### src/rtl/rs_pkg.sv
package rs_pkg;
  localparam int unsigned NUM_RS = 5;
  localparam int unsigned CLS_W  = 3;
  typedef enum logic [CLS_W-1:0] {
    CLS_ALU = 3'd0,
    CLS_LD  = 3'd1,
    CLS_ST  = 3'd2,
    CLS_FP0 = 3'd3,
    CLS_FP1 = 3'd4
  } fu_cls_e;
endpackage

### src/rtl/rs_cdb_arb.sv
module rs_cdb_arb #(
  parameter int unsigned N      = 5,
  parameter int unsigned DATA_W = 32,
  parameter int unsigned TAG_W  = 4
) (
  input  logic [N-1:0]             done_i,
  input  logic [N-1:0][TAG_W-1:0]  tag_i,
  input  logic [N-1:0][DATA_W-1:0] val_i,
  output logic [N-1:0]             stall_o,
  output logic                     valid_o,
  output logic [TAG_W-1:0]         tag_o,
  output logic [DATA_W-1:0]        val_o
);
  logic [N-1:0] gnt;

  // lowest index wins
  assign gnt     = done_i & (~done_i + N'(1));
  assign stall_o = done_i & ~gnt;
  assign valid_o = |done_i;

  always_comb begin
    tag_o = '0;
    val_o = '0;
    for (int i = 0; i < int'(N); i++) begin
      if (gnt[i]) begin
        tag_o = tag_i[i];
        val_o = val_i[i];
      end
    end
  end
endmodule

### src/rtl/rs_operand.sv
module rs_operand #(
  parameter int unsigned DATA_W = 32,
  parameter int unsigned TAG_W  = 4
) (
  input  logic              clk_i,
  input  logic              rst_ni,
  input  logic              clr_i,
  input  logic              load_i,
  input  logic [TAG_W-1:0]  src_tag_i,
  input  logic              src_rdy_i,
  input  logic [DATA_W-1:0] rf_val_i,
  input  logic [DATA_W-1:0] rob_val_i,
  input  logic              cdb_valid_i,
  input  logic [TAG_W-1:0]  cdb_tag_i,
  input  logic [DATA_W-1:0] cdb_val_i,
  output logic              pend_o,
  output logic [DATA_W-1:0] val_o
);
  logic [TAG_W-1:0] tag_q;
  logic             hit_wait, hit_new;

  assign hit_wait = cdb_valid_i && (cdb_tag_i == tag_q);
  assign hit_new  = cdb_valid_i && (cdb_tag_i == src_tag_i);

  always_ff @(posedge clk_i or negedge rst_ni) begin
    if (!rst_ni) begin
      pend_o <= 1'b0;
      tag_q  <= '0;
      val_o  <= '0;
    end else if (clr_i) begin
      pend_o <= 1'b0;
    end else if (load_i) begin
      tag_q <= src_tag_i;
      if (src_tag_i == '0) begin
        pend_o <= 1'b0;
        val_o  <= rf_val_i;
      end else if (src_rdy_i) begin
        pend_o <= 1'b0;
        val_o  <= rob_val_i;
      end else if (hit_new) begin
        pend_o <= 1'b0;   // producer broadcasts in dispatch cycle
        val_o  <= cdb_val_i;
      end else begin
        pend_o <= 1'b1;
      end
    end else if (pend_o && hit_wait) begin
      pend_o <= 1'b0;
      val_o  <= cdb_val_i;
    end
  end
endmodule

### src/rtl/rs_entry.sv
module rs_entry #(
  parameter int unsigned DATA_W = 32,
  parameter int unsigned TAG_W  = 4,
  parameter int unsigned OP_W   = 4
) (
  input  logic                     clk_i,
  input  logic                     rst_ni,
  input  logic                     flush_i,
  input  logic                     alloc_i,
  input  logic [OP_W-1:0]          op_i,
  input  logic [TAG_W-1:0]         dst_i,
  input  logic [1:0][TAG_W-1:0]    src_tag_i,
  input  logic [1:0]               src_rdy_i,
  input  logic [1:0][DATA_W-1:0]   rf_val_i,
  input  logic [1:0][DATA_W-1:0]   rob_val_i,
  input  logic                     cdb_valid_i,
  input  logic [TAG_W-1:0]         cdb_tag_i,
  input  logic [DATA_W-1:0]        cdb_val_i,
  input  logic                     gnt_i,
  output logic                     busy_o,
  output logic                     req_o,
  output logic [OP_W-1:0]          op_o,
  output logic [TAG_W-1:0]         dst_o,
  output logic [1:0][DATA_W-1:0]   opnd_o
);
  logic [1:0] pend;
  logic       free;

  assign req_o = busy_o && (pend == 2'b00);
  assign free  = req_o && gnt_i;

  always_ff @(posedge clk_i or negedge rst_ni) begin
    if (!rst_ni) begin
      busy_o <= 1'b0;
      op_o   <= '0;
      dst_o  <= '0;
    end else if (flush_i || free) begin
      busy_o <= 1'b0;
    end else if (alloc_i) begin
      busy_o <= 1'b1;
      op_o   <= op_i;
      dst_o  <= dst_i;
    end
  end

  for (genvar s = 0; s < 2; s++) begin : g_src
    rs_operand #(.DATA_W(DATA_W), .TAG_W(TAG_W)) opnd_i (
      .clk_i      (clk_i),
      .rst_ni     (rst_ni),
      .clr_i      (flush_i || free),
      .load_i     (alloc_i),
      .src_tag_i  (src_tag_i[s]),
      .src_rdy_i  (src_rdy_i[s]),
      .rf_val_i   (rf_val_i[s]),
      .rob_val_i  (rob_val_i[s]),
      .cdb_valid_i(cdb_valid_i),
      .cdb_tag_i  (cdb_tag_i),
      .cdb_val_i  (cdb_val_i),
      .pend_o     (pend[s]),
      .val_o      (opnd_o[s])
    );
  end
endmodule

### src/rtl/rs_array.sv
module rs_array
  import rs_pkg::*;
#(
  parameter int unsigned DATA_W = 32,
  parameter int unsigned TAG_W  = 4,
  parameter int unsigned OP_W   = 4
) (
  input  logic                          clk_i,
  input  logic                          rst_ni,
  input  logic                          flush_i,
  input  logic                          disp_valid_i,
  input  logic [CLS_W-1:0]              disp_class_i,
  input  logic [OP_W-1:0]               disp_op_i,
  input  logic [TAG_W-1:0]              disp_dst_tag_i,
  input  logic [1:0][TAG_W-1:0]         disp_src_tag_i,
  input  logic [1:0]                    disp_src_rdy_i,
  input  logic [1:0][DATA_W-1:0]        disp_rf_val_i,
  input  logic [1:0][DATA_W-1:0]        disp_rob_val_i,
  output logic                          disp_stall_o,
  output logic [NUM_RS-1:0]             issue_req_o,
  input  logic [NUM_RS-1:0]             issue_gnt_i,
  output logic [NUM_RS-1:0][OP_W-1:0]   issue_op_o,
  output logic [NUM_RS-1:0][TAG_W-1:0]  issue_tag_o,
  output logic [NUM_RS-1:0][DATA_W-1:0] issue_v1_o,
  output logic [NUM_RS-1:0][DATA_W-1:0] issue_v2_o,
  input  logic [NUM_RS-1:0]             fu_done_i,
  input  logic [NUM_RS-1:0][TAG_W-1:0]  fu_tag_i,
  input  logic [NUM_RS-1:0][DATA_W-1:0] fu_val_i,
  output logic [NUM_RS-1:0]             fu_stall_o,
  output logic                          cdb_valid_o,
  output logic [TAG_W-1:0]              cdb_tag_o,
  output logic [DATA_W-1:0]             cdb_val_o
);
  logic [NUM_RS-1:0] busy_w;
  logic [NUM_RS-1:0] alloc_w;
  logic              sel_busy;

  always_comb begin
    sel_busy = 1'b1;  // out-of-range class is refused
    for (int i = 0; i < int'(NUM_RS); i++) begin
      if (disp_class_i == CLS_W'(i)) sel_busy = busy_w[i];
    end
  end

  assign disp_stall_o = disp_valid_i && sel_busy;

  rs_cdb_arb #(.N(NUM_RS), .DATA_W(DATA_W), .TAG_W(TAG_W)) arb_i (
    .done_i (fu_done_i),
    .tag_i  (fu_tag_i),
    .val_i  (fu_val_i),
    .stall_o(fu_stall_o),
    .valid_o(cdb_valid_o),
    .tag_o  (cdb_tag_o),
    .val_o  (cdb_val_o)
  );

  for (genvar i = 0; i < NUM_RS; i++) begin : g_rs
    logic [1:0][DATA_W-1:0] opnd;

    assign alloc_w[i] = disp_valid_i && !flush_i && !busy_w[i] &&
                        (disp_class_i == CLS_W'(i));

    rs_entry #(.DATA_W(DATA_W), .TAG_W(TAG_W), .OP_W(OP_W)) ent_i (
      .clk_i      (clk_i),
      .rst_ni     (rst_ni),
      .flush_i    (flush_i),
      .alloc_i    (alloc_w[i]),
      .op_i       (disp_op_i),
      .dst_i      (disp_dst_tag_i),
      .src_tag_i  (disp_src_tag_i),
      .src_rdy_i  (disp_src_rdy_i),
      .rf_val_i   (disp_rf_val_i),
      .rob_val_i  (disp_rob_val_i),
      .cdb_valid_i(cdb_valid_o),
      .cdb_tag_i  (cdb_tag_o),
      .cdb_val_i  (cdb_val_o),
      .gnt_i      (issue_gnt_i[i]),
      .busy_o     (busy_w[i]),
      .req_o      (issue_req_o[i]),
      .op_o       (issue_op_o[i]),
      .dst_o      (issue_tag_o[i]),
      .opnd_o     (opnd)
    );

    assign issue_v1_o[i] = opnd[0];
    assign issue_v2_o[i] = opnd[1];
  end
endmodule

### config.mk
export PLATFORM = sky130hd
export DESIGN_NAME = rs_array
export DESIGN_NICKNAME = d
export VERILOG_FILES = /design/src/rtl/rs_pkg.sv /design/src/rtl/rs_cdb_arb.sv /design/src/rtl/rs_operand.sv /design/src/rtl/rs_entry.sv /design/src/rtl/rs_array.sv
export SDC_FILE = /design/constraint.sdc
export NUM_CORES = 1
export LEC_CHECK = 0
export BUFFER_PORTS_ARGS = -buffer_cell sky130_fd_sc_hd__buf_2
export CORE_AREA = 2 2 289 291
export DETAILED_ROUTE_END_ITERATION = 8
export DIE_AREA = 0 0 291 293
export PLACE_DENSITY = 0.58
export SYNTH_ARGS = -nofsm -noshare
export SYNTH_HDL_FRONTEND = slang
export SYNTH_SLANG_ARGS = --single-unit
export TNS_END_PERCENT = 100
### constraint.sdc
create_clock -name clk_i -period 2.6 [get_ports clk_i]
set_clock_uncertainty 0.05 [all_clocks]
set_input_delay 0.39 -clock clk_i [delete_from_list [all_inputs] [get_ports clk_i]]
set_output_delay 0.39 -clock clk_i [all_outputs]
set_load 0.05 [all_outputs]
==> results of run 1 <==
-- power by group through the flow --
stage	sequential, mW	combinational, mW	clock [mW]
floorplan	11.5	2.50	0
global placement	8.29	9.89	0
detailed placement	8.31	9.95	0
CTS	8.22	10.6	7.82
global route	8.35	11.1	8.08
finish	8.27	10.8	7.75
-- worst paths after layout --
kind                                                       from                                       to  slack, ps  cells past startpoint
max                                                fu_done_i[1]   g_rs[1].ent_i.g_src[1].opnd_i.val_o[3]       -250                     12
min                                              issue_gnt_i[3]     g_rs[3].ent_i.g_src[1].opnd_i.pend_o         60                      4
max reg2reg                g_rs[1].ent_i.g_src[1].opnd_i.pend_o   g_rs[1].ent_i.g_src[1].opnd_i.val_o[3]       -110                      8
min reg2reg                               g_rs[2].ent_i.op_o[0]                    g_rs[2].ent_i.op_o[0]        420                      2
max in group asynchronous                                rst_ni                   g_rs[3].ent_i.dst_o[1]       1360                      3
min in group asynchronous                                rst_ni  g_rs[4].ent_i.g_src[0].opnd_i.val_o[18]        240                      2
-- flip-flops by register name (all words and copies together), names as in the netlist --
signal / flops
g_rs.ent_i.g_src.opnd_i.tag_q: 40
g_rs.ent_i.dst_o: 20
g_rs.ent_i.busy_o: 5
g_rs.ent_i.op_o: 20
g_rs.ent_i.g_src.opnd_i.pend_o: 10
g_rs.ent_i.g_src.opnd_i.val_o: 320
-- synthesized netlist by cell type (29+ instances only) --
library cell | number | area share, %
clkbuf_1 | 203 | 3.1
mux2_2 | 146 | 6.8
nand2b_1 | 45 | 1.2
a21oi_1 | 159 | 3.3
o21ai_0 | 117 | 2.4
buf_2 | 35 | 0.72
nor2_1 | 105 | 1.6
o22ai_1 | 239 | 6.1
o311ai_0 | 32 | 1.2
nand2_1 | 464 | 7.2
and3b_1 | 29 | 1.0
o31ai_1 | 33 | 1.0
and3_1 | 106 | 2.7
mux2i_1 | 102 | 4.2
dfrtp_1 | 415 | 43
a221o_1 | 114 | 4.7
inv_1 | 47 | 0.73
-- metal layers --
layer | vias up | routed length [µm] | GRT usage [%] | share of wire (%)
li1 | 12218 | - | - | -
met1 | 14023 | 57200 | 41.9 | 38
met2 | 1916 | 68300 | 54.1 | 45
met3 | 419 | 16400 | 9.60 | 11
met4 | 4 | 9810 | 18.6 | 6.5
met5 | - | 30 | 0 | 0.020
-- final cells by class --
type / count / share of cell area (%)
clock inverters: 13 / 0.574
flip-flops and latches: 415 / 26.9
diodes: 8 / 0.0519
inverters: 48 / 0.922
well taps: 1070 / 3.47
repair buffers: 1369 / 28.5
multi-input cells: 1932 / 35.5
clock buffers: 78 / 4.01
-- critical path: stages --
cell	delay, ps
buf_12	120
buf_12	130
nor4b_4	330
a211o_1	240
buf_6	120
o221ai_2	80
a2111o_1	460
o31a_1	390
buf_6	150
mux2_4	370
buf_12	190
mux2_1	310
-- through the flow --
stage | instance area (µm²) | setup TNS [ps]
finish | 38600 | -30740
global route | 38600 | -39850
CTS | 38100 | -13740
detailed placement | 34000 | -245220
global placement | 34000 | -230410
floorplan | 24500 | -129780
-- kinds of logic after synthesis --
family          count (synthesis)  share of synthesized area, %
simple gates                  828                          15.9
buf+inv                       318                          5.51
mux                           265                          11.7
flops                         415                          42.7
xor+xnor                       19                         0.684
compound gates                819                          23.4
other cells                     1                        0.0154
-- timing repair --
item	CTS	global route
setup buffers	91	33
gates cloned	22	4
hold buffers	10	0
hold endpoints to repair	55	0
endpoints found under the setup margin	353	346
resized for setup	258	74
pin swaps	29	34
==> run metrics, run 1 <==
total global routing overflow=0; critical path arrival=3300 ps; Max Freq=350 MHz; cell count after synthesis=2665; number of distinct standard cells referenced by the synthesized netlist=77; placeable core region=81800 µm²; DRC violations left=0; area of the die=85300 µm²; internal power component=15.6 mW; net count reported at finish=4160; vias in the first global route=27.4k; total via count in the routed design=28.6k; endpoint class of the critical path=flip-flop; number of DRC violations after detailed-routing iteration 0=3295; Post-Syn Area=24300 µm²; EDFF count, synth=0; clock sinks=415; cell at the root of the clock tree=clkbuf_16; count of final max-slew check failures=0; transition time at the pin with the least slew margin=742 ps; maxcap violations=0; wirelength, routed=152 mm; Hold/Removal Path Class=input pin to flip-flop; die outline width=291 µm; Worst Path Max Fanout=8; I/O pin count=751; maximum number of buffers from clock root to sink=3; FFs w/ async S/R, synth=100%; global-route wire length before repair=209 mm; most instantiated flip-flop cell in the synthesis netlist=dfrtp_1; Via density=5.79; first-pass detailed-route iteration total=6; layout cell share with drive strength beyond 1=45.2%; number of standard cells in the final layout excluding fillers=4933; cell total after placement=4698; vertical die dimension=293 µm; clock tree from TritonCTS=done; fin worst setup slack=-253 ps; minimum setup slack after placement=-813 ps; worst hold margin=56.0 ps; crit share post-route=110%; sequential power share=30.8%; most frequent standard cell in the layout excluding fill and tap cells=buf_2; Final Hold Fails=0; total leakage power=19.5 nW; part of the total power dissipated in the clock network=28.9%; Synth Register Bits=415; overall power=26.8 mW; final number of setup-violating endpoints=298; power density over cell area=696 nW/µm²; type of element launching the critical path=input pin; VDD IR max=568 µV; number of core rows=105; dpl hpwl=109 mm; part of the total power dissipated in combinational logic=40.3%; Detail Route Antenna Nets=0; Skew-Pair Late Insertion Delay=610 ps; combined flip-flop and latch cell area=10400 µm²; combined global-route utilization of all metal layers=34.1%; synth-to-layout area growth=58.6%; WS Path Type=input pin to flip-flop; area used by multi-input combinational logic=13700 µm²; initial core utilization=29.7%; syn_nets=3008; Mean Syn Cell Area=9.12 µm²; warnings from Yosys=0; commonest non-fill, non-tap cells in the layout=706 x buf_2, 461 x nand2_1, 444 x buf_4; run status=finished with violations; sequential fraction of the synthesis area=42.7%; final weighted congestion in routability-driven placement=0.957; required time of the critical path=3050 ps; switching power share of the total=41.9%; initial antenna violation count=16; reported net switching power=11.2 mW; mean routed wirelength per cell=30.8 µm; count of buffers from port buffering=749; Filler Cell Count=7674; H-tree depth reported by CTS=2; RSZ-0062 raised after global routing=yes; Final Util=47.1%; clock slew at reported path FFs=60 ps; Inserted Clock Buffers=51; maximum number of pins on one net before global-route repair=95; shortest period the worst path allows=2850 ps; remaining max-slew budget at the tightest pin=50.5%; failing checks=setup timing
Power figures use the tool's default switching activity.
==> run 2: changes to the inputs <==
Settings changed: CORE_AREA 2 2 289 291 to 2 2 291 293, DIE_AREA 0 0 291 293 to 0 0 293 295, SYNTH_HIERARCHICAL set to 1.
==> run 2 against run 1 <==
  * The run still ends with setup timing left
  * Final cell count down 6.9%
  * Cell area down 4.8%
  * Register-to-register slack better by 80 ps
  * Clock-buffer cell count down 7
  * Sequential share of layout area up 1.4 points
  * Clock power down 2.7%
  * Core utilization down 3.0 points
  * Setup slack better by 150 ps
  * Via count down 7.3%
  * Sequential cell count unchanged
  * Die area up 1.4%
  * Critical path type unchanged
  * Largest cell class unchanged
==> run metrics, run 2 <==
Post-Syn Area=24700 µm²; cell total after placement=4409; H-tree depth reported by CTS=2; die outline width=293 µm; layout cell share with drive strength beyond 1=49.6%; synth-to-layout area growth=48.9%; placeable core region=83200 µm²; warnings from Yosys=6; RSZ-0062 raised after global routing=yes; crit share post-route=104%; clock slew at reported path FFs=60 ps; vertical die dimension=295 µm; longest individual stage delay on the worst path=310 ps; part of the total power dissipated in combinational logic=42.7%; number of core rows=106; cell at the root of the clock tree=clkbuf_16; dpl hpwl=96.7 mm; Final Util=44.1%; sequential fraction of the synthesis area=42.1%; Final Hold Fails=0; syn_nets=2859; count of buffers from port buffering=749; mean routed wirelength per cell=30.7 µm; endpoint class of the critical path=flip-flop; commonest cells in the netlist=415 x dfrtp_1, 394 x mux2_2, 340 x nor2_1; first-pass detailed-route iteration total=7; Detail Route Antenna Nets=0; DRC violations left=0; setup tns final=-4370 ps; most instantiated flip-flop cell in the synthesis netlist=dfrtp_1; most repeated library cell on the critical path=buf_12; internal power component=16.3 mW; CP delay by family, top=buffers and inverters; number of distinct standard cells referenced by the synthesized netlist=47; combined flip-flop and latch cell area=10400 µm²; failing checks=setup timing; Synth Register Bits=415; area share of the largest cell type after synthesis=42.1%; commonest non-fill, non-tap cells in the layout=718 x buf_2, 415 x dfrtp_1, 340 x nor2_1; clock sinks=415; maximum number of buffers from clock root to sink=3; area of the die=86400 µm²; cell count after synthesis=2516; remaining max-slew budget at the tightest pin=59.3%; initial antenna violation count=12; power density over cell area=787 nW/µm²; Top reg by flops=g_rs.ent_i/g_src.opnd_i/val_o; combined global-route utilization of all metal layers=28.8%; Via density=5.77; initial core utilization=29.6%; sum of buffers and inverters on the critical path=7; maxcap violations=0; flip-flop count of the largest register, all copies and words added=320; worst hold margin=32.6 ps; I/O pin count=751; Filler Cell Count=8063; reported net switching power=12.6 mW; total leakage power=17.1 nW; number of standard cells in the final layout excluding fillers=4594; number of DRC violations after detailed-routing iteration 0=2840; required time of the critical path=3030 ps; total global routing overflow=0; most frequent cell after synthesis=dfrtp_1; largest cells by area after synthesis=dfrtp_1 42%, mux2_2 18%, o22ai_1 8.1%; overall power=28.9 mW; clock tree from TritonCTS=done; final weighted congestion in routability-driven placement=0.933; Regs by FF count=g_rs.ent_i/g_src.opnd_i/val_o (320), g_rs.ent_i/g_src.opnd_i/tag_q (40); Max Freq=371 MHz; fin worst setup slack=-98.7 ps; critical path arrival=3130 ps; Inserted Clock Buffers=51; net count reported at finish=3809; vias in the first global route=25.4k; type of element launching the critical path=input pin; wirelength, routed=141 mm; Skew-Pair Late Insertion Delay=610 ps; part of the total power dissipated in the clock network=26.1%; Hold/Removal Path Class=input pin to flip-flop; highest-delay cell along the critical path=nor4b_4; transition time at the pin with the least slew margin=610 ps; Cell Chain, Critical Path=buf_12, buf_12, nor4b_4, buf_6, a22oi_2, a2bb2oi_4, buf_6, buf_12, xor2_2, nor3_2, a41oi_2, nor3_4, buf_12, clkbuf_16, mux2_4; area leader, netlist=dfrtp_1; shortest period the worst path allows=2700 ps; final number of setup-violating endpoints=141; most frequent standard cell in the layout excluding fill and tap cells=buf_2; WS Path Type=input pin to flip-flop; Worst Path Max Fanout=6; sequential power share=31.2%; area used by multi-input combinational logic=14400 µm²; maximum number of pins on one net before global-route repair=69; count of final max-slew check failures=0; run status=finished with violations; FFs w/ async S/R, synth=100%; global-route wire length before repair=180 mm; EDFF count, synth=0; total via count in the routed design=26.5k; VDD IR max=648 µV; switching power share of the total=43.8%; Mean Syn Cell Area=9.80 µm²
## run 2: changes by cell type after synthesis, sizes merged, moves of 34 or more
| cell | previous run | this run |
|---|---|---|
| mux2 | 163 | 394 |
| mux2i | 102 | 34 |
| a221o | 114 | 0 |
| xor2 | 8 | 60 |
| o22ai | 239 | 320 |
| clkbuf | 203 | 75 |
| nand2 | 464 | 131 |
| o21ai | 120 | 34 |
| nor2 | 105 | 341 |
| and3 | 106 | 0 |
| a21oi | 161 | 337 |
| o31ai | 34 | 0 |
| buf | 67 | 132 |
## run 2: routing by layer
metal / part of all wire [%] / vias up / wire, µm / global-route usage [%]
li1: - / 11187 / - / -
met1: 37 / 12973 / 51700 / 35.0
met2: 45 / 1893 / 63400 / 46.1
met3: 12 / 434 / 16600 / 8.22
met4: 6.5 / 0 / 9190 / 15.5
met5: 0 / - / 0 / 0
## run 2: worst paths after layout
path | to | depth (start not counted) | slack [ps] | from
setup / recovery | g_rs[1].ent_i/g_src[0].opnd_i/val_o[4] | 15 | -100 | fu_done_i[1]
hold / removal | g_rs[1].ent_i/dst_o[3] | 2 | 30 | disp_dst_tag_i[3]
setup reg to reg | g_rs[4].ent_i/g_src[0].opnd_i/val_o[2] | 9 | -30 | g_rs[4].ent_i/busy_o
hold reg to reg | g_rs[2].ent_i/dst_o[1] | 1 | 450 | g_rs[2].ent_i/dst_o[1]
max in group asynchronous | g_rs[4].ent_i/g_src[0].opnd_i/val_o[22] | 4 | 1280 | rst_ni
min in group asynchronous | g_rs[0].ent_i/dst_o[0] | 2 | 330 | rst_ni
## run 2: final cells by class
class / count / area share (%)
sequential: 415 / 28.3
tap: 1080 / 3.68
timing repair buffer: 1104 / 23.9
clock inverter: 18 / 0.661
clock buffer: 71 / 4.07
antenna: 12 / 0.0818
inverter: 14 / 0.143
multi-input combinational: 1880 / 39.2
## run 2: power by group through the flow
stage / sequential (mW) / combinational [mW] / clock, mW
after CTS: 8.94 / 11.8 / 7.63
after global placement: 9.02 / 11.5 / 0
after floorplan: 13.3 / 3.18 / 0
after detailed placement: 9.03 / 11.6 / 0
after global routing: 9.09 / 12.8 / 7.93
final: 9.02 / 12.3 / 7.54
## run 2: logic make-up after synthesis
family,count (synthesis),synth area share (%)
AO/OA/AOI/OAI,802,19.9
other,1,0.0152
buffers and inverters,221,5.07
XOR/XNOR,80,2.84
multiplexers,429,19.5
flip-flops,415,42.1
AND/OR/NAND/NOR,568,10.6
## run 2: repair_timing
item	in CTS	in global routing
endpoints found under the setup margin	351	341
gates cloned	5	38
gates resized for setup	80	210
buffers inserted	11	30
endpoints found under the hold margin	66	0
hold buffers	2	0
pin swaps	1	21
## run 2: per-stage QoR
step / cell area [µm²] / worst slack, ps
global route: 36700 / -156
global placement: 32400 / -856
floorplan: 25100 / -827
CTS: 34700 / -49.7
detailed placement: 32400 / -869
finish: 36700 / -98.7
